**config.mk**
```make
export PLATFORM = sky130hd
export DESIGN_NAME = spi_seq
export DESIGN_NICKNAME = d
export VERILOG_FILES = /design/src/rtl/spi_seq_pkg.sv /design/src/rtl/spi_seq_regs.sv /design/src/rtl/spi_seq_shifter.sv /design/src/rtl/spi_seq.sv
export SDC_FILE = /design/constraint.sdc
export NUM_CORES = 1
export LEC_CHECK = 0
export ABC_AREA = 1
export BUFFER_PORTS_ARGS = -buffer_cell sky130_fd_sc_hd__buf_2
export CORE_MARGIN = 5
export CORE_UTILIZATION = 61
export DETAILED_ROUTE_END_ITERATION = 16
export GPL_TIMING_DRIVEN = 0
export PLACE_DENSITY_LB_ADDON = 0.15
export REMOVE_ABC_BUFFERS = 1
export SYNTH_ARGS = -nofsm -noshare
export SYNTH_HDL_FRONTEND = slang
export SYNTH_HIERARCHICAL = 1
export SYNTH_SLANG_ARGS = --single-unit
```
**constraint.sdc**
```tcl
create_clock -name clk -period 7.4 [get_ports clk]
set_input_delay 0.37 -clock clk [delete_from_list [all_inputs] [get_ports clk]]
set_output_delay 0.37 -clock clk [all_outputs]
set_load 0.005 [all_outputs]
```
**src/rtl/spi_seq_pkg.sv**
```systemverilog
package spi_seq_pkg;

  typedef enum logic [1:0] {
    MODE_NORMAL = 2'd0,
    MODE_READ   = 2'd1,
    MODE_WRITE  = 2'd2,
    MODE_USER   = 2'd3
  } mode_e;

  typedef enum logic [1:0] {
    LANE_X1 = 2'd0,
    LANE_X2 = 2'd1,
    LANE_X4 = 2'd2
  } lane_e;

  typedef struct packed {
    mode_e      mode;
    logic       stop;
    logic [7:0] opcode;
    lane_e      lanes;
    logic [2:0] dummy;
    logic       addr4;
  } cs_cfg_t;

  localparam int          STOP_BIT   = 2;
  localparam int          OPC_LSB    = 16;
  localparam int          DUM_HI_BIT = 14;
  localparam int          DUM_LO_LSB = 6;
  localparam int          DUAL_BIT   = 29;
  localparam int          QUAD_BIT   = 30;
  localparam logic [31:0] CTRL_RESET = 32'h0000_0004;

  function automatic cs_cfg_t decode_ctrl(input logic [31:0] w);
    cs_cfg_t c;
    c.mode   = mode_e'(w[1:0]);
    c.stop   = w[STOP_BIT];
    c.opcode = w[OPC_LSB +: 8];
    if (w[QUAD_BIT])      c.lanes = LANE_X4;
    else if (w[DUAL_BIT]) c.lanes = LANE_X2;
    else                  c.lanes = LANE_X1;
    c.dummy  = {w[DUM_HI_BIT], w[DUM_LO_LSB +: 2]};
    c.addr4  = 1'b0;
    return c;
  endfunction

endpackage

```
**src/rtl/spi_seq_regs.sv**
```systemverilog
module spi_seq_regs
  import spi_seq_pkg::*;
#(
  parameter int NUM_CS = 2,
  parameter int SEL_W  = 2
) (
  input  logic                   clk,
  input  logic                   rst,
  input  logic                   cfg_we,
  input  logic [SEL_W-1:0]       cfg_sel,
  input  logic [31:0]            cfg_wdata,
  output cs_cfg_t [NUM_CS-1:0]   cfg_o
);

  logic [NUM_CS-1:0] wide_q;
  cs_cfg_t           word_q [NUM_CS];

  always_ff @(posedge clk) begin
    if (rst) wide_q <= '0;
    else if (cfg_we && cfg_sel == '0) wide_q <= cfg_wdata[NUM_CS-1:0];
  end

  for (genvar i = 0; i < NUM_CS; i++) begin : g_cs
    always_ff @(posedge clk) begin
      if (rst) word_q[i] <= decode_ctrl(CTRL_RESET);
      else if (cfg_we && cfg_sel == SEL_W'(i + 1)) word_q[i] <= decode_ctrl(cfg_wdata);
    end

    always_comb begin
      cfg_o[i]       = word_q[i];
      cfg_o[i].addr4 = wide_q[i];
    end
  end

endmodule

```
**src/rtl/spi_seq_shifter.sv**
```systemverilog
module spi_seq_shifter
  import spi_seq_pkg::*;
#(
  parameter int DIV = 4
) (
  input  logic       clk,
  input  logic       rst,
  input  logic       start,
  input  logic [7:0] tx_byte,
  input  lane_e      lanes,
  input  logic       rx_wide,
  input  logic [3:0] io_in,
  output logic       sclk,
  output logic [3:0] io_out,
  output logic [3:0] io_oe,
  output logic       done,
  output logic [7:0] rx_byte
);

  localparam int PH_W = (DIV > 2) ? $clog2(DIV) : 1;
  localparam logic [PH_W-1:0] PH_RISE = PH_W'(DIV / 2 - 1);
  localparam logic [PH_W-1:0] PH_FALL = PH_W'(DIV - 1);

  logic            busy_q;
  logic [PH_W-1:0] ph_q;
  logic [3:0]      steps_q;
  logic [7:0]      sh_q;
  lane_e           lanes_q;

  always_ff @(posedge clk) begin
    if (rst) begin
      busy_q  <= 1'b0;
      ph_q    <= '0;
      steps_q <= '0;
      sh_q    <= '0;
      lanes_q <= LANE_X1;
      sclk    <= 1'b0;
      io_out  <= '0;
      io_oe   <= '0;
      done    <= 1'b0;
      rx_byte <= '0;
    end else begin
      done <= 1'b0;
      if (!busy_q) begin
        if (start) begin
          busy_q  <= 1'b1;
          ph_q    <= '0;
          sh_q    <= tx_byte;
          lanes_q <= lanes;
          io_out  <= {3'b000, tx_byte[7]};
          unique case (lanes)
            LANE_X2: steps_q <= 4'd4;
            LANE_X4: steps_q <= 4'd2;
            default: steps_q <= 4'd8;
          endcase
          io_oe   <= (rx_wide && lanes != LANE_X1) ? 4'b0000 : 4'b0001;
        end
      end else begin
        ph_q <= ph_q + 1'b1;
        if (ph_q == PH_RISE) begin
          sclk <= 1'b1;
          unique case (lanes_q)
            LANE_X2: rx_byte <= {rx_byte[5:0], io_in[1:0]};
            LANE_X4: rx_byte <= {rx_byte[3:0], io_in};
            default: rx_byte <= {rx_byte[6:0], io_in[1]};
          endcase
        end
        if (ph_q == PH_FALL) begin
          sclk    <= 1'b0;
          ph_q    <= '0;
          steps_q <= steps_q - 1'b1;
          if (steps_q == 4'd1) begin
            busy_q <= 1'b0;
            done   <= 1'b1;
            io_oe  <= '0;
          end else begin
            sh_q      <= {sh_q[6:0], 1'b0};
            io_out[0] <= sh_q[6];
          end
        end
      end
    end
  end

endmodule

```
**src/rtl/spi_seq.sv**
```systemverilog
module spi_seq
  import spi_seq_pkg::*;
#(
  parameter int NUM_CS = 2,
  parameter int WIN_AW = 32,
  parameter int DIV    = 4,
  localparam int SEL_W = $clog2(NUM_CS + 1),
  localparam int CS_W  = (NUM_CS > 1) ? $clog2(NUM_CS) : 1
) (
  input  logic              clk,
  input  logic              rst,
  input  logic              cfg_we,
  input  logic [SEL_W-1:0]  cfg_sel,
  input  logic [31:0]       cfg_wdata,
  input  logic              win_req,
  input  logic              win_we,
  input  logic [CS_W-1:0]   win_cs,
  input  logic [WIN_AW-1:0] win_addr,
  input  logic [7:0]        win_wdata,
  output logic [7:0]        win_rdata,
  output logic              win_ready,
  output logic              sclk,
  output logic [NUM_CS-1:0] cs_n,
  output logic [3:0]        io_out,
  output logic [3:0]        io_oe,
  input  logic [3:0]        io_in
);

  typedef enum logic [1:0] {ST_IDLE, ST_LOAD, ST_WAIT} st_e;

  cs_cfg_t [NUM_CS-1:0] cfg_all;
  cs_cfg_t              req_cfg;
  cs_cfg_t              txn_cfg;
  st_e                  state_q;
  logic [CS_W-1:0]      txn_cs_q;
  logic [3:0]           step_q, last_q, ab_q;
  logic [31:0]          addr_q;
  logic [7:0]           wdata_q;
  logic                 user_q, we_q, txn_act_q;
  logic [NUM_CS-1:0]    stop_vec;
  logic                 eng_idle;
  logic                 cs_valid;

  logic                 sh_start, sh_done, sh_rx_wide;
  logic [7:0]           sh_tx, sh_rx;
  lane_e                sh_lanes;
  logic [31:0]          addr_shift;

  spi_seq_regs #(.NUM_CS(NUM_CS), .SEL_W(SEL_W)) u_regs (
    .clk(clk), .rst(rst), .cfg_we(cfg_we), .cfg_sel(cfg_sel),
    .cfg_wdata(cfg_wdata), .cfg_o(cfg_all)
  );

  spi_seq_shifter #(.DIV(DIV)) u_shift (
    .clk(clk), .rst(rst), .start(sh_start), .tx_byte(sh_tx),
    .lanes(sh_lanes), .rx_wide(sh_rx_wide), .io_in(io_in),
    .sclk(sclk), .io_out(io_out), .io_oe(io_oe),
    .done(sh_done), .rx_byte(sh_rx)
  );

  assign cs_valid = (int'(win_cs) < NUM_CS);
  assign req_cfg  = cfg_all[win_cs];
  assign txn_cfg  = cfg_all[txn_cs_q];
  assign eng_idle = (state_q == ST_IDLE);
  assign sh_start = (state_q == ST_LOAD);

  for (genvar i = 0; i < NUM_CS; i++) begin : g_stop
    assign stop_vec[i] = cfg_all[i].stop;
  end

  // Byte and lane selection for the current step of a transfer
  always_comb begin
    addr_shift = addr_q >> {ab_q - step_q, 3'b000};
    sh_tx      = 8'hFF;
    sh_lanes   = LANE_X1;
    sh_rx_wide = 1'b0;
    if (user_q) begin
      if (we_q) begin
        sh_tx = wdata_q;
      end else begin
        sh_lanes   = txn_cfg.lanes;
        sh_rx_wide = 1'b1;
      end
    end else if (step_q == 4'd0) begin
      sh_tx = txn_cfg.opcode;
    end else if (step_q <= ab_q) begin
      sh_tx = addr_shift[7:0];
    end else if (step_q == last_q) begin
      sh_lanes   = txn_cfg.lanes;
      sh_rx_wide = 1'b1;
    end
  end

  always_ff @(posedge clk) begin
    if (rst) begin
      state_q   <= ST_IDLE;
      txn_cs_q  <= '0;
      step_q    <= '0;
      last_q    <= '0;
      ab_q      <= 4'd3;
      addr_q    <= '0;
      wdata_q   <= '0;
      user_q    <= 1'b0;
      we_q      <= 1'b0;
      txn_act_q <= 1'b0;
      win_rdata <= '0;
      win_ready <= 1'b0;
    end else begin
      win_ready <= 1'b0;
      unique case (state_q)
        ST_IDLE: begin
          if (win_req && !win_ready) begin
            txn_cs_q <= win_cs;
            step_q   <= '0;
            wdata_q  <= win_wdata;
            we_q     <= win_we;
            addr_q   <= 32'(win_addr);
            ab_q     <= req_cfg.addr4 ? 4'd4 : 4'd3;
            if (cs_valid && req_cfg.mode == MODE_USER) begin
              user_q  <= 1'b1;
              last_q  <= '0;
              state_q <= ST_LOAD;
            end else if (cs_valid && req_cfg.mode == MODE_READ && !win_we) begin
              user_q    <= 1'b0;
              last_q    <= 4'd1 + (req_cfg.addr4 ? 4'd4 : 4'd3) + {1'b0, req_cfg.dummy};
              txn_act_q <= 1'b1;
              state_q   <= ST_LOAD;
            end else begin
              if (!win_we) win_rdata <= '0;
              win_ready <= 1'b1;
            end
          end
        end
        ST_LOAD: state_q <= ST_WAIT;
        ST_WAIT: begin
          if (sh_done) begin
            if (step_q == last_q) begin
              if (!(user_q && we_q)) win_rdata <= sh_rx;
              win_ready <= 1'b1;
              txn_act_q <= 1'b0;
              state_q   <= ST_IDLE;
            end else begin
              step_q  <= step_q + 1'b1;
              state_q <= ST_LOAD;
            end
          end
        end
        default: state_q <= ST_IDLE;
      endcase
    end
  end

  // Chip-select framing: stop bit overrides, user mode or engine transaction asserts
  for (genvar i = 0; i < NUM_CS; i++) begin : g_csn
    always_ff @(posedge clk) begin
      if (rst) cs_n[i] <= 1'b1;
      else cs_n[i] <= stop_vec[i] ||
                      !((cfg_all[i].mode == MODE_USER) ||
                        (txn_act_q && txn_cs_q == CS_W'(i)));
    end
  end

endmodule

```
# --- After elaboration in Yosys (flattened, before gate mapping) ---
# Memories as Yosys holds them, arrays and structs flattened.
# Cells that the tools add are included.
totals:
  mem_bits_rw: 32
  word_cells: 204
  romBits: 0
  regBits: 102
  latchBits: 0
  input_bits: 84
  memories: 1
mem_list:
  columns: ["name", "depth", "word_bits", "read_ports", "rd_ports_with_merged_regs", "wr", "line", "source"]
  rows:
  - ["u_regs.word_q", 2, 16, 2, 0, 2, "spi_seq_regs.sv:16", "cs_cfg_t word_q [NUM_CS];"]
classes:
  n_lt_le_gt_ge: 3
  mul: 0
  div: 0
  n_reduce_logical: 38
  n_eq_ne: 29
  n_shift: 1
  n_mux: 96
  addsub: 6
  bitwise: 5
ops:
  columns: ["cell", "count"]
  rows:
  - ["$mux 8", 11]
  - ["$mux 4", 12]
  - ["$mux 1", 38]
  - ["$mux 17", 2]
  - ["$mux 2", 17]
  - ["$mux 16", 2]
  - ["$pmux 8 s2", 2]
  - ["$shr 32x7->8", 1]
  - ["$mux 14", 2]
  - ["$mux 7", 4]
  - ["$ne 2x2->1 const B", 9]
  - ["$eq 2x2->1 const B", 8]
  - ["$pmux 4 s2", 2]
  - ["$eq 2x1->1 const B", 6]
  - ["$reduce_and 3->1", 4]
  - ["$reduce_and 2->1", 5]
  - ["$reduce_bool 2->1", 5]
  - ["$logic_and 1x1->1", 9]
  - ["$reduce_and 8->1", 1]
  - ["$ne 2x1->1 const B", 3]
  - ["$pmux 2 s3", 1]
  - ["$reduce_and 6->1", 1]
  - ["$add 1x3->4 const A", 1]
  - ["$add 4x1->4 const B", 1]
  - ["19 further kinds", 31]

# --- Depth between registers and ports, before layout ---
# Gate-level depths: netlist of the first run.
# An unclocked memory read counts as a cell.
logic_depth:
  ltp_word: 12
  mapped_depth: 17
  depth_no_buf: 17

# --- By module ---
# Netlist of the first run, hierarchy kept.
modules_own_cells:
  columns: ["module", "seq_area_each_um2", "cells_per_inst", "area_per_inst_um2", "n_inst"]
  rows:
  - ["spi_seq", 1341.3, 511, 3550.9, 1]
  - ["spi_seq_shifter", 560.5, 212, 1465.2, 1]
  - ["spi_seq_regs", 1001.0, 103, 1282.5, 1]

# --- Least setup slack after synthesis of the first run ---
# OpenSTA, ideal clock, no wires.
synth_path:
  path_kind: "register -> register"
  from: "register step_q[0]"
  to: "register u_shift.steps_q[3]"
  n_path_buf: 0
  required_time_ns: 7.330
  setup_time_ns: 0.070
  t_arrival_ns: 2.245
  path_stages_with_launch: 16
  setup_slack_ns: 5.085
  path_cell_list: "dfxtp_1 > ha_1 > inv_1 > fa_1 > nand2_1 > nand3_1 > a21oi_1 > nand2_1 > nand2_1 > nand2_1 > a21oi_1 > inv_1 > ha_1 > o21ai_0 > nand2_1 > a21oi_1"
synth_between:
  elab_chain_cells: 9
  elab_cells_between_ends: 12
  classes_between: "1 x order compare; 3 x eq/ne; 7 x mux; 1 x reduce/logical"
synth_lines:
  columns: ["item", "line", "source"]
  rows:
  - ["start: declaration", "spi_seq.sv:36", "logic [3:0] step_q, last_q, ab_q;"]
  - ["start signal: assignment", "spi_seq.sv:143", "step_q <= step_q + 1'b1;"]
  - ["branches (longest 3 deep; another with $le 4x4->1)", null, null]
  - ["$mux 2 *", "spi_seq.sv:84", "end else if (step_q == 4'd0) begin"]
  - ["$mux 2 *", "spi_seq.sv:77", "if (user_q) begin"]
  - ["via sh_lanes[0]", "spi_seq.sv:46", "lane_e sh_lanes;"]
  - ["$eq 2x2->1 / $eq 2x1->1 (equally long branches)", "spi_seq_shifter.sv:51", "unique case (lanes)"]
  - ["$pmux 4 s2 *", "spi_seq_shifter.sv:51", null]
  - ["$mux 4 *", "spi_seq_shifter.sv:45", "if (start) begin"]
  - ["$mux 4 *", "spi_seq_shifter.sv:44", "if (!busy_q) begin"]
  - ["end signal: assignment", "spi_seq_shifter.sv:71", "steps_q <= steps_q - 1'b1;"]
  - ["end: declaration", "spi_seq_shifter.sv:26", "logic [3:0] steps_q;"]
# Mark *: on every way through the listed nets, which the timed path passes. The select of a mux whose other input is x is not followed.
# A chain may end at the register's enable or synchronous reset.

# --- Worst setup path after layout of the first run ---
layout_path:
  from: "register step_q[0]"
  to: "register u_shift.sh_q[1]"
layout_between:
  elab_chain_cells: 7
  elab_cells_between_ends: 9
  classes_between: "1 x add/sub; 1 x order compare; 1 x shift; 5 x mux; 1 x reduce/logical"
layout_lines:
  columns: ["item", "line", "source"]
  rows:
  - ["$sub 4x4->4", "spi_seq.sv:73", "addr_shift = addr_q >> {ab_q - step_q, 3'b000};"]
  - ["$shr 32x7->8", "spi_seq.sv:73", null]
  - ["$mux 8", "spi_seq.sv:86", "end else if (step_q <= ab_q) begin"]
  - ["$mux 8 *", "spi_seq.sv:84", null]
  - ["$mux 8 *", "spi_seq.sv:77", null]
  - ["via sh_tx[1]", "spi_seq.sv:45", "logic [7:0] sh_tx, sh_rx;"]
  - ["$mux 7 *", "spi_seq_shifter.sv:45", null]
  - ["$mux 7 *", "spi_seq_shifter.sv:44", null]
  - ["end signal: assignment", "spi_seq_shifter.sv:48", "sh_q <= tx_byte;"]
  - ["end signal: assignment", "spi_seq_shifter.sv:77", "sh_q <= {sh_q[6:0], 1'b0};"]
  - ["end: declaration", "spi_seq_shifter.sv:27", "logic [7:0] sh_q;"]
# Mark *: on every way through the listed nets, which the timed path passes. The rest lies on a longest branch. The select of a mux whose other input is x is not followed.

==> summary.md, run 1 <==
| Metric | Value |
|---|---|
| Clock skew | `7.972 ps` |
| Post-synth EDFFs | `32` |
| Fill cells | `872` |
| Slew headroom | `37.87%` |
| Met2 WL | `7079 um` |
| Share of cells above drive strength 1 | `16.12%` |
| Largest net degree at the start of global routing | `43` |
| Highest Signal Layer | `met4` |
| Worst path cell trace | `ha_1, inv_1, fa_1, inv_1, a21oi_1, o21ai_0, a21oi_1, nand2_1, a22oi_1, nand2_1, nand2_1, nand3_1, a21oi_1` |
| Pwr dens | `334.3 mW/mm2` |
| Starting density of the core | `61.84%` |
| CTS Buffer Depth | `2` |
| Die ar. | `0.01246 mm2` |
| WL final | `14460 um` |
| Pins over their slew limit | `0` |
| # setup viols final | `0` |
| CTS Root Buffer Type | `clkbuf_8` |
| Crit Path Max Fanout | `9` |
| DIE WIDTH | `111.6 um` |
| First-pass GRT wire length | `24840 um` |
| Register area share after synthesis | `46.09%` |
| Startpoint types | `register` |
| Placed wire-length estimate | `10320 um` |
| Final Cell Area | `0.007252 mm2` |
| Setup Buffers After CTS | `0` |
| Total Routing Usage GR | `24.06%` |
| # rows | `37` |
| F_max | `338.8 MHz` |
| Antenna viol nets, final | `0` |
| H-tree depth | `4` |
| Core area | `0.01018 mm2` |
| Vias | `5619` |
| VDD IR-drop max | `0.1467 mV` |
| Final hold violations | `0` |
| Hold_buf cts | `0` |
| Synth cell types | `35` |
| Max-cap viol count | `0` |
| Top-Level Pins | `104` |
| Hold Path Origin | `win_addr[31]` |
| WL/cell | `13.80 um` |
| R2r worst-path depth | `13` |
| Starting DRT DRC Count | `512` |
| Vias in the first global route | `5531` |
| Slowest Stage Delay on Critical Path | `770 ps` |
| Largest cells by area after synthesis | `dfxtp_1 31%, edfxtp_1 15%, nand2_1 11%` |
| CTS resizes | `0` |
| Setup tns final | `0 ps` |
| DR vias/cell | `5.362` |
| CTS tree | `done` |
| Hold depth | `3` |
| Worst EP arrival | `3400 ps` |
| RePlAce Congestion | `0.8645` |
| CTS buffer count | `17` |
| Top_reg_cell synth | `dfxtp_1` |
| Leak | `3.223 nW` |
| Metal-1 WL | `6280 um` |
| Critical path endpoint category | `register` |
| DR WL met3 | `834 um` |
| Grt total ovfl | `0` |
| DR pass1 iterations | `5` |
| Die H | `111.6 um` |
| Slowest stage cell, crit path | `fa_1` |
| Area Growth Syn to Fin | `15.14%` |
| Final period util | `39.88%` |
| CP top delay family | `adder cells` |
| Class of the worst hold path | `primary input to register` |
| Synth warn | `6` |
| # diodes | `0` |
| RSZ-0062 raised after global routing | `no` |
| R2R Path End | `u_shift/sh_q[1]` |
| Post-Syn Area per Cell | `7.625 um2` |
| Cell count after synthesis | `826` |
| Leading area contributor after synthesis | `dfxtp_1` |
| #FFs+latches synth | `129` |
| Buffers added on ports | `81` |
| Hold EP | `addr_q[31]` |
| Async S/R FF share, synth | `0%` |
| Worst r2r src | `step_q[0]` |
| CP bufs+invs | `2` |
| Netlist Area Pre-Place | `0.006299 mm2` |
| Nets | `1002` |
| Worst Path Required | `7850 ps` |
| DP Area | `0.006700 mm2` |
| Pin slew with the least headroom to its limit | `929.7 ps` |
| Crit path kind | `register to register` |
| Initial antenna violation count | `0` |
| Status | `completed` |
| DRC Markers | `0` |
| Final critical-path required period | `2951 ps` |
| Worst-path clk slew | `60 ps` |
| R2R setup slack | `4450 ps` |
| # clock sinks | `129` |
| Yosys top cell area share | `30.83%` |
| Clk_lat worst skew | `520 ps` |
## worst register-to-register path, delay by kind of cell, from the launching register on
kind            cells  cell delay (ps)
compound gates      5              820
fa+ha+maj           2              970
buf+inv             2              320
flops               1              470
simple gates        4              300
## logic make-up after synthesis
logic type / synth area share (%)
compound gates: 16.41
xor+xnor: 0.5563
fa+ha+maj: 4.013
buf+inv: 10.21
flops: 46.09
mux: 0.1589
other cells: 0.05954
simple gates: 22.51
## where the power goes
group | internal (mW) | switching (mW) | leakage [nW] | total, mW
sequential | 0.830 | 0.0691 | 1.11 | 0.899
combinational | 0.251 | 0.504 | 1.84 | 0.756
clock | 0.476 | 0.294 | 0.274 | 0.770
total | 1.56 | 0.867 | 3.22 | 2.42
## metal layers
layer | track usage, % | vias to the layer above
met1 | 30.21 | 2613
li1 | - | 2811
met3 | 5.652 | 28
met2 | 40.29 | 167
met5 | 0 | -
met4 | 9.327 | 0
## registers in the layout, indices dropped and copies added (netlist names), 2 cells and up
register and cells:
u_shift/ph_q 2, state_q 2, u_shift/sh_q 7, u_regs/word_q 32, step_q 4, win_rdata 8
cs_n 2, last_q 4, u_shift/rx_byte 8, addr_q 32, u_shift/steps_q 4, u_regs/wide_q 2
ab_q 2, u_shift/lanes_q 2, wdata_q 8
## per-stage QoR
step	instances	setup slack (ps)	utilization [%]	hold slack, ps	total power [mW]
floorplan	798	5085	-	408.6	1.441
global placement	1015	4637	65.71	433.9	1.626
detailed placement	1016	4573	65.79	426.6	1.656
CTS	1048	4549	71.20	39.97	2.428
global route	1048	4253	71.20	47.15	2.590
finish	1048	4449	71.20	51.28	2.424
## Yosys cell counts, types with 16 or more instances
master,number
nor2_1,81
nand3_1,34
a22o_1,16
a21oi_1,83
edfxtp_1,32
ha_1,17
inv_1,105
dfxtp_1,97
o21ai_1,27
o21ai_0,48
nand2_1,190
## how the worst max path moves through the flow
stage / startpoint / to / slack (ps) / cells after the start
4_1_cts: step_q[0] / u_shift/sh_q[1] / 4550 / 13
5_1_grt: step_q[0] / u_shift/sh_q[2] / 4250 / 13
2_1_floorplan: step_q[0] / u_shift/steps_q[3] / 5080 / 15
3_5_place_dp: step_q[0] / u_shift/sh_q[1] / 4570 / 13
6_report: step_q[0] / u_shift/sh_q[1] / 4450 / 13
3_3_place_gp: step_q[0] / u_shift/sh_q[2] / 4640 / 13
## cells in the final DEF, fill, tap and decap left out, types with 4 or more instances in the layout
| cell | Yosys | layout |
|---|---|---|
| a21oi_1 | 83 | 83 |
| a22o_1 | 16 | 16 |
| a22oi_1 | 9 | 9 |
| buf_2 | 10 | 81 |
| clkbuf_16 | 0 | 17 |
| clkinv_2 | 0 | 5 |
| conb_1 | 1 | 6 |
| dfxtp_1 | 97 | 97 |
| edfxtp_1 | 32 | 32 |
| ha_1 | 17 | 17 |
| inv_1 | 105 | 105 |
| inv_2 | 7 | 7 |
| nand2_1 | 190 | 190 |
| nand2_2 | 13 | 13 |
| nand3_1 | 34 | 34 |
| nand4_1 | 4 | 4 |
| nor2_1 | 81 | 81 |
| nor2_4 | 7 | 7 |
| o21ai_0 | 48 | 47 |
| o21ai_1 | 27 | 28 |
## cell type report
type                            instances  area (um2)  share of cell area [%]
Clock buffer                           23       471.7                   6.504
Inverter                              116       442.9                   6.108
Timing Repair Buffer                   82       412.9                   5.694
Multi-Input combinational cell        553        2771                   38.22
Sequential cell                       129        2903                   40.03
Tap cell                              136       170.2                   2.346
Clock inverter                          9       80.08                   1.104
(Power assumes the default switching activity.)
==> inputs of run 2 (changes only) <==
ABC_AREA = 0   (was 1)
CORE_UTILIZATION = 57   (was 61)
clock period = 2.8 ns   (was 7.4 ns; I/O delays follow)
==> summary.md, run 2 <==
| Metric | Value |
|---|---|
| Tot Pwr | `4.908 mW` |
| Starting DRT DRC Count | `422` |
| Critical path endpoint category | `register` |
| Register area share after synthesis | `46.39%` |
| Worst Path Required | `3230 ps` |
| Vias in the first global route | `5238` |
| Largest cells by area after synthesis | `dfxtp_1 31%, edfxtp_1 15%, nand2_1 7.2%` |
| Post-synthesis mux area share | `8.818%` |
| Vias | `5238` |
| Async S/R FF share, synth | `0%` |
| WL/cell | `16.22 um` |
| Startpoint types | `register` |
| CTS Root Buffer Type | `clkbuf_8` |
| Initial antenna violation count | `0` |
| Worst-path clk slew | `60 ps` |
| Nets | `898` |
| Antenna viol nets, final | `0` |
| RePlAce Congestion | `0.8009` |
| Commonest non-fill, non-tap cells in the layout | `119 x nand2_1, 95 x dfxtp_1, 80 x a21oi_1, 80 x buf_2, 66 x dlygate4sd3_1` |
| Final WS setup | `136.4 ps` |
| Post-Synth Simple-Gate Area | `19.62%` |
| VDD IR-drop max | `0.3584 mV` |
| Largest family of logic cells by synthesized area | `simple AND/OR/NAND/NOR gates` |
| Cell count after synthesis | `655` |
| Worst path cell trace | `inv_2, ha_2, inv_1, fa_2, a21o_1, a221oi_2, or3_4, nand2_4, nor2_4, inv_2, ha_4, nand3b_1, o21ai_0, a221oi_1` |
| Commonest cells post-synth | `120 x nand2_1, 97 x dfxtp_1, 80 x a21oi_1` |
| F_max | `375.4 MHz` |
| Worst r2r src | `ab_q[1]` |
| WL final | `15370 um` |
| Final hold violations | `0` |
| #FFs+latches synth | `129` |
| Buffers added on ports | `81` |
| DR vias/cell | `5.525` |
| Area Growth Syn to Fin | `28.11%` |
| Post-Synth Adder-Cell Area | `4.039%` |
| Placed wire-length estimate | `9078 um` |
| CTS buffer count | `17` |
| Netlist Area Pre-Place | `0.006257 mm2` |
| Class of the worst hold path | `primary input to register` |
| Synth Area in XOR/XNOR | `0.9798%` |
| Share of cells above drive strength 1 | `20.79%` |
| Post-place setup slack | `-405.9 ps` |
| Die H | `114.8 um` |
| Pins over their slew limit | `0` |
| Starting density of the core | `57.98%` |
| Clock skew | `13.69 ps` |
| DP Cell Count | `844` |
| Most frequent cell after synthesis | `nand2_1` |
| Grt total ovfl | `0` |
| Worst EP arrival | `3090 ps` |
| Status | `completed` |
| Slew headroom | `37.13%` |
| Fin cells | `948` |
| Top-Level Pins | `104` |
| Final period util | `95.13%` |
| Max-cap viol count | `0` |
| CTS Buffer Depth | `2` |
| DIE WIDTH | `114.8 um` |
| Slowest Stage Delay on Critical Path | `380 ps` |
| Crit Path Max Fanout | `4` |
| Biggest regs | `addr_q: 32 flops, u_regs/word_q: 32 flops` |
| Total Routing Usage GR | `24.18%` |
| Top_reg_cell synth | `dfxtp_1` |
| Crit path to | `u_shift/steps_q[3]` |
| Slowest stage cell, crit path | `fa_2` |
| CTS tree | `done` |
| # setup viols final | `0` |
| # clock sinks | `129` |
| # rows | `38` |
| Core area | `0.01079 mm2` |
| Pwr dens | `612.2 mW/mm2` |
| Hold Path Origin | `io_in[1]` |
| Pin slew with the least headroom to its limit | `940.5 ps` |
| First-pass GRT wire length | `25270 um` |
| H-tree depth | `4` |
| DR pass1 iterations | `6` |
| Yosys top cell area share | `31.03%` |
| Die ar. | `0.01317 mm2` |
| Post-synthesis compound-gate area fraction | `14.74%` |
| Post-Syn Area per Cell | `9.553 um2` |
| Largest net degree at the start of global routing | `100` |
| Synth warn | `6` |
| Clk_lat worst skew | `530 ps` |
| Worst Setup SP | `ab_q[1]` |
| R2R setup slack | `140 ps` |
| Final critical-path required period | `2664 ps` |
| Commonest non-fill, non-tap cell in the layout | `nand2_1` |
| Crit path kind | `register to register` |
| # diodes | `0` |
| R2r worst-path depth | `14` |
| Leak | `3.100 nW` |
| R2R Path End | `u_shift/steps_q[3]` |
| Synth cell types | `61` |
| DRC Markers | `0` |
| Leading area contributor after synthesis | `dfxtp_1` |
| Most used cell, CP | `inv_2` |
| Post-synth EDFFs | `32` |
[run 2: changes by cell type after synthesis, sizes merged, moves of 24 or more]
cell,delta
nand2,-83
inv,-90
o21ai,-68
nand3,-24
and2,+29
mux2i,+26
nor2,-65
[run 2: stage by stage]
stage	util, %	instance area, um2	hold slack (ps)	TNS, ps
5_1_grt	74.28	8016	33.43	-14.11
2_1_floorplan	-	6035	208.9	-101570
6_report	74.28	8016	18.34	0
3_3_place_gp	61.29	6615	381.2	-221120
4_1_cts	73.67	7951	1.804	0
3_5_place_dp	61.94	6685	387.3	-984.8
[run 2: logic make-up after synthesis]
kind of cell | count (synthesis)
other cells | 1
fa+ha+maj | 19
xor+xnor | 7
compound gates | 141
simple gates | 247
flops | 129
buf+inv | 67
mux | 44
[run 2: routing by layer]
metal  GRT usage (%)  up-vias  part of all wire (%)
met2           41.06      136                    50
met5               0        -                     0
li1                -     2565                     -
met4           8.764        0                   2.4
met3           5.421       33                   4.7
met1           30.38     2504                    42
[run 2: worst min path at each step]
stage                          to  slack, ps  cells after the start
3_5_place_dp            addr_q[1]        390                      3
4_1_cts        u_shift/rx_byte[1]          2                      3
6_report       u_shift/rx_byte[1]         20                      3
5_1_grt        u_shift/rx_byte[1]         30                      3
2_1_floorplan  u_shift/steps_q[1]        210                      1
3_3_place_gp           addr_q[30]        380                      3
[run 2: repair_timing]
action / 4_1_cts / 5_1_grt
hold buffers: 66 / 0
resized for setup: 6 / 11
endpoints found under the setup margin: 11 / 3
pin swaps: 3 / 5
buffers inserted: 3 / 3
hold endpoints to repair: 77 / 0
cloned: 0 / 0
[run 2: final cells by class]
cell class	count	area (um2)
flip-flops and latches	129	2910
clock inverters	12	141.4
well taps	140	175.2
fillers	744	2776
repair buffers	158	1175
multi-input cells	464	3095
inverters	25	93.84
clock buffers	20	425.4
[run 2: worst max-delay path, delay by kind of cell (launching register included)]
| kind | cells | cell delay (ps) |
|---|---|---|
| adder cells (fa/ha/maj) | 3 | 770 |
| AO/OA/AOI/OAI | 4 | 770 |
| AND/OR/NAND/NOR | 4 | 470 |
| flip-flops | 1 | 360 |
| buffers and inverters | 3 | 190 |
[run 2: report_power, final]
| part | switching [mW] | total, mW | leakage, nW | internal [mW] |
|---|---|---|---|---|
| combinational | 0.356 | 0.679 | 1.73 | 0.323 |
| clock | 0.804 | 2.15 | 0.265 | 1.34 |
| sequential | 0.0677 | 2.08 | 1.11 | 2.02 |
| total | 1.23 | 4.91 | 3.10 | 3.68 |
==> inputs of run 3 (changes only) <==
CORE_UTILIZATION = 51   (was 57)
CTS_CLUSTER_DIAMETER = 150   (was default)
clock period = 2.2 ns   (was 2.8 ns; I/O delays follow)
==> summary.md, run 3 (same netlist as run 2, synthesis figures left out) <==
| Metric | Value |
|---|---|
| Startpoint types | `register` |
| R2r worst-path depth | `14` |
| Max-cap viol count | `0` |
| R2R Path End | `u_shift/steps_q[3]` |
| CTS tree | `done` |
| Total Routing Usage GR | `20.90%` |
| DP Cell Count | `852` |
| Clock skew | `8.069 ps` |
| Commonest non-fill, non-tap cells in the layout | `118 x nand2_1, 92 x dfxtp_1, 80 x buf_2` |
| Biggest regs | `addr_q: 32 flops, u_regs/word_q: 32 flops` |
| Final critical-path required period | `2462 ps` |
| Violated checks | `negative setup slack` |
| Pins over their slew limit | `0` |
| Worst Path Required | `2520 ps` |
| Grt total ovfl | `0` |
| DR vias/cell | `5.491` |
| Class of the worst hold path | `primary input to register` |
| Clk_lat worst skew | `420 ps` |
| Vias | `5277` |
| Worst r2r src | `ab_q[1]` |
| R2R setup slack | `-260 ps` |
| Final hold violations | `0` |
| Crit path kind | `register to register` |
| Worst Setup SP | `ab_q[1]` |
| Hold depth | `3` |
| Core area | `0.01201 mm2` |
| Slew headroom | `44.33%` |
| Crit Path Max Fanout | `3` |
| Vias in the first global route | `5269` |
| CTS Root Buffer Type | `clkbuf_16` |
| Status | `finished, violations left` |
| DIE WIDTH | `120.8 um` |
| Pwr dens | `772.1 mW/mm2` |
| CTS buffer count | `17` |
| Die H | `120.8 um` |
| Final WS setup | `-262.4 ps` |
| Commonest non-fill, non-tap cell in the layout | `nand2_1` |
| Antenna viol nets, final | `0` |
| Worst EP arrival | `2780 ps` |
| First-pass GRT wire length | `24450 um` |
| Crit path to | `u_shift/steps_q[3]` |
| Hold Path Origin | `io_in[0]` |
| CTS Buffer Depth | `2` |
| Largest net degree at the start of global routing | `98` |
| DR pass1 iterations | `5` |
| Fin cells | `961` |
| WL/cell | `16.39 um` |
| # clock sinks | `129` |
| Leak | `3.191 nW` |
| Pin slew with the least headroom to its limit | `833.9 ps` |
| Initial antenna violation count | `0` |
| Nets | `904` |
| Starting DRT DRC Count | `362` |
| Starting density of the core | `52.09%` |
| # diodes | `0` |
| # setup viols final | `12` |
| F_max | `406.1 MHz` |
| H-tree depth | `4` |
| Placed wire-length estimate | `9269 um` |
| Hold slack | `34.38 ps` |
| Die ar. | `0.01458 mm2` |
| VDD IR-drop max | `0.5877 mV` |
| RePlAce Congestion | `0.8050` |
| Final period util | `111.9%` |
| DRC Markers | `0` |
| # rows | `40` |
| RSZ-0062 raised after global routing | `yes` |
| Critical path endpoint category | `register` |
| Share of cells above drive strength 1 | `26.78%` |
| Buffers added on ports | `81` |
| WL final | `15750 um` |
| Area Growth Syn to Fin | `32.55%` |
| Top-Level Pins | `104` |
| Worst-path clk slew | `60 ps` |
## run 3: cell count changes in the layout (fill, tap and decap cells not counted), sizes merged
cell	delta
buf	+14
dlygate4sd3	-10
or4b	+2
## run 3: metal layers
| layer | part of all wire (%) | wire length [um] | vias to the layer above | GRT usage [%] |
|---|---|---|---|---|
| li1 | - | - | 2581 | - |
| met1 | 43 | 6763 | 2511 | 26.21 |
| met2 | 50 | 7891 | 152 | 35.03 |
| met3 | 5.1 | 805 | 33 | 6.174 |
| met4 | 1.8 | 285 | 0 | 5.949 |
| met5 | 0 | 0 | - | 0 |
## run 3: through the flow
step	utilization [%]	setup TNS (ps)	area [um2]	total power, mW	setup slack [ps]
6_report	69.05	-2221	8294	6.404	-262.4
5_1_grt	69.05	-3634	8294	6.646	-351.5
4_1_cts	67.54	-1979	8113	6.350	-202.6
3_5_place_dp	55.76	-10020	6698	3.428	-974.0
3_3_place_gp	55.15	-269690	6624	3.394	-6349
2_1_floorplan	-	-136600	6035	3.153	-3501
## run 3: how the worst min path moves through the flow
stage,endpoint
after global placement,addr_q[26]
after global routing,u_regs/word_q[0][3]
final,u_shift/rx_byte[0]
after detailed placement,addr_q[17]
after CTS,u_regs/word_q[1][3]
after floorplan,u_shift/steps_q[1]
## run 3: worst max-delay path, cell delays in order, from the launching register on
cell	delay, ps
dfxtp_2	320
inv_2	70
ha_4	130
inv_2	40
fa_2	370
a21o_1	180
a221oi_2	230
or3_4	190
nand2_4	70
nor2_4	110
inv_2	60
ha_4	230
nand3b_1	80
o21ai_1	60
a221oi_1	240
## run 3: final cells by class
| cell class | count | area (um2) |
|---|---|---|
| flip-flops and latches | 129 | 2917 |
| fillers | 902 | 3717 |
| inverters | 25 | 93.84 |
| repair buffers | 162 | 1207 |
| clock buffers | 20 | 436.7 |
| multi-input cells | 466 | 3314 |
| well taps | 147 | 183.9 |
| clock inverters | 12 | 141.4 |
## run 3: where the power goes
group	total, mW	switching (mW)	leakage [nW]	internal (mW)
Combinational	0.994	0.513	1.81	0.482
Sequential	2.65	0.0864	1.11	2.57
Clock	2.76	0.997	0.270	1.76
## run 3: repair_timing
item	CTS	global route
cloned	0	2
hold endpoints to repair	69	0
hold buffers	56	0
buffers inserted	13	7
gates resized for setup	48	20
endpoints found under the setup margin	22	35
pin swaps	30	13
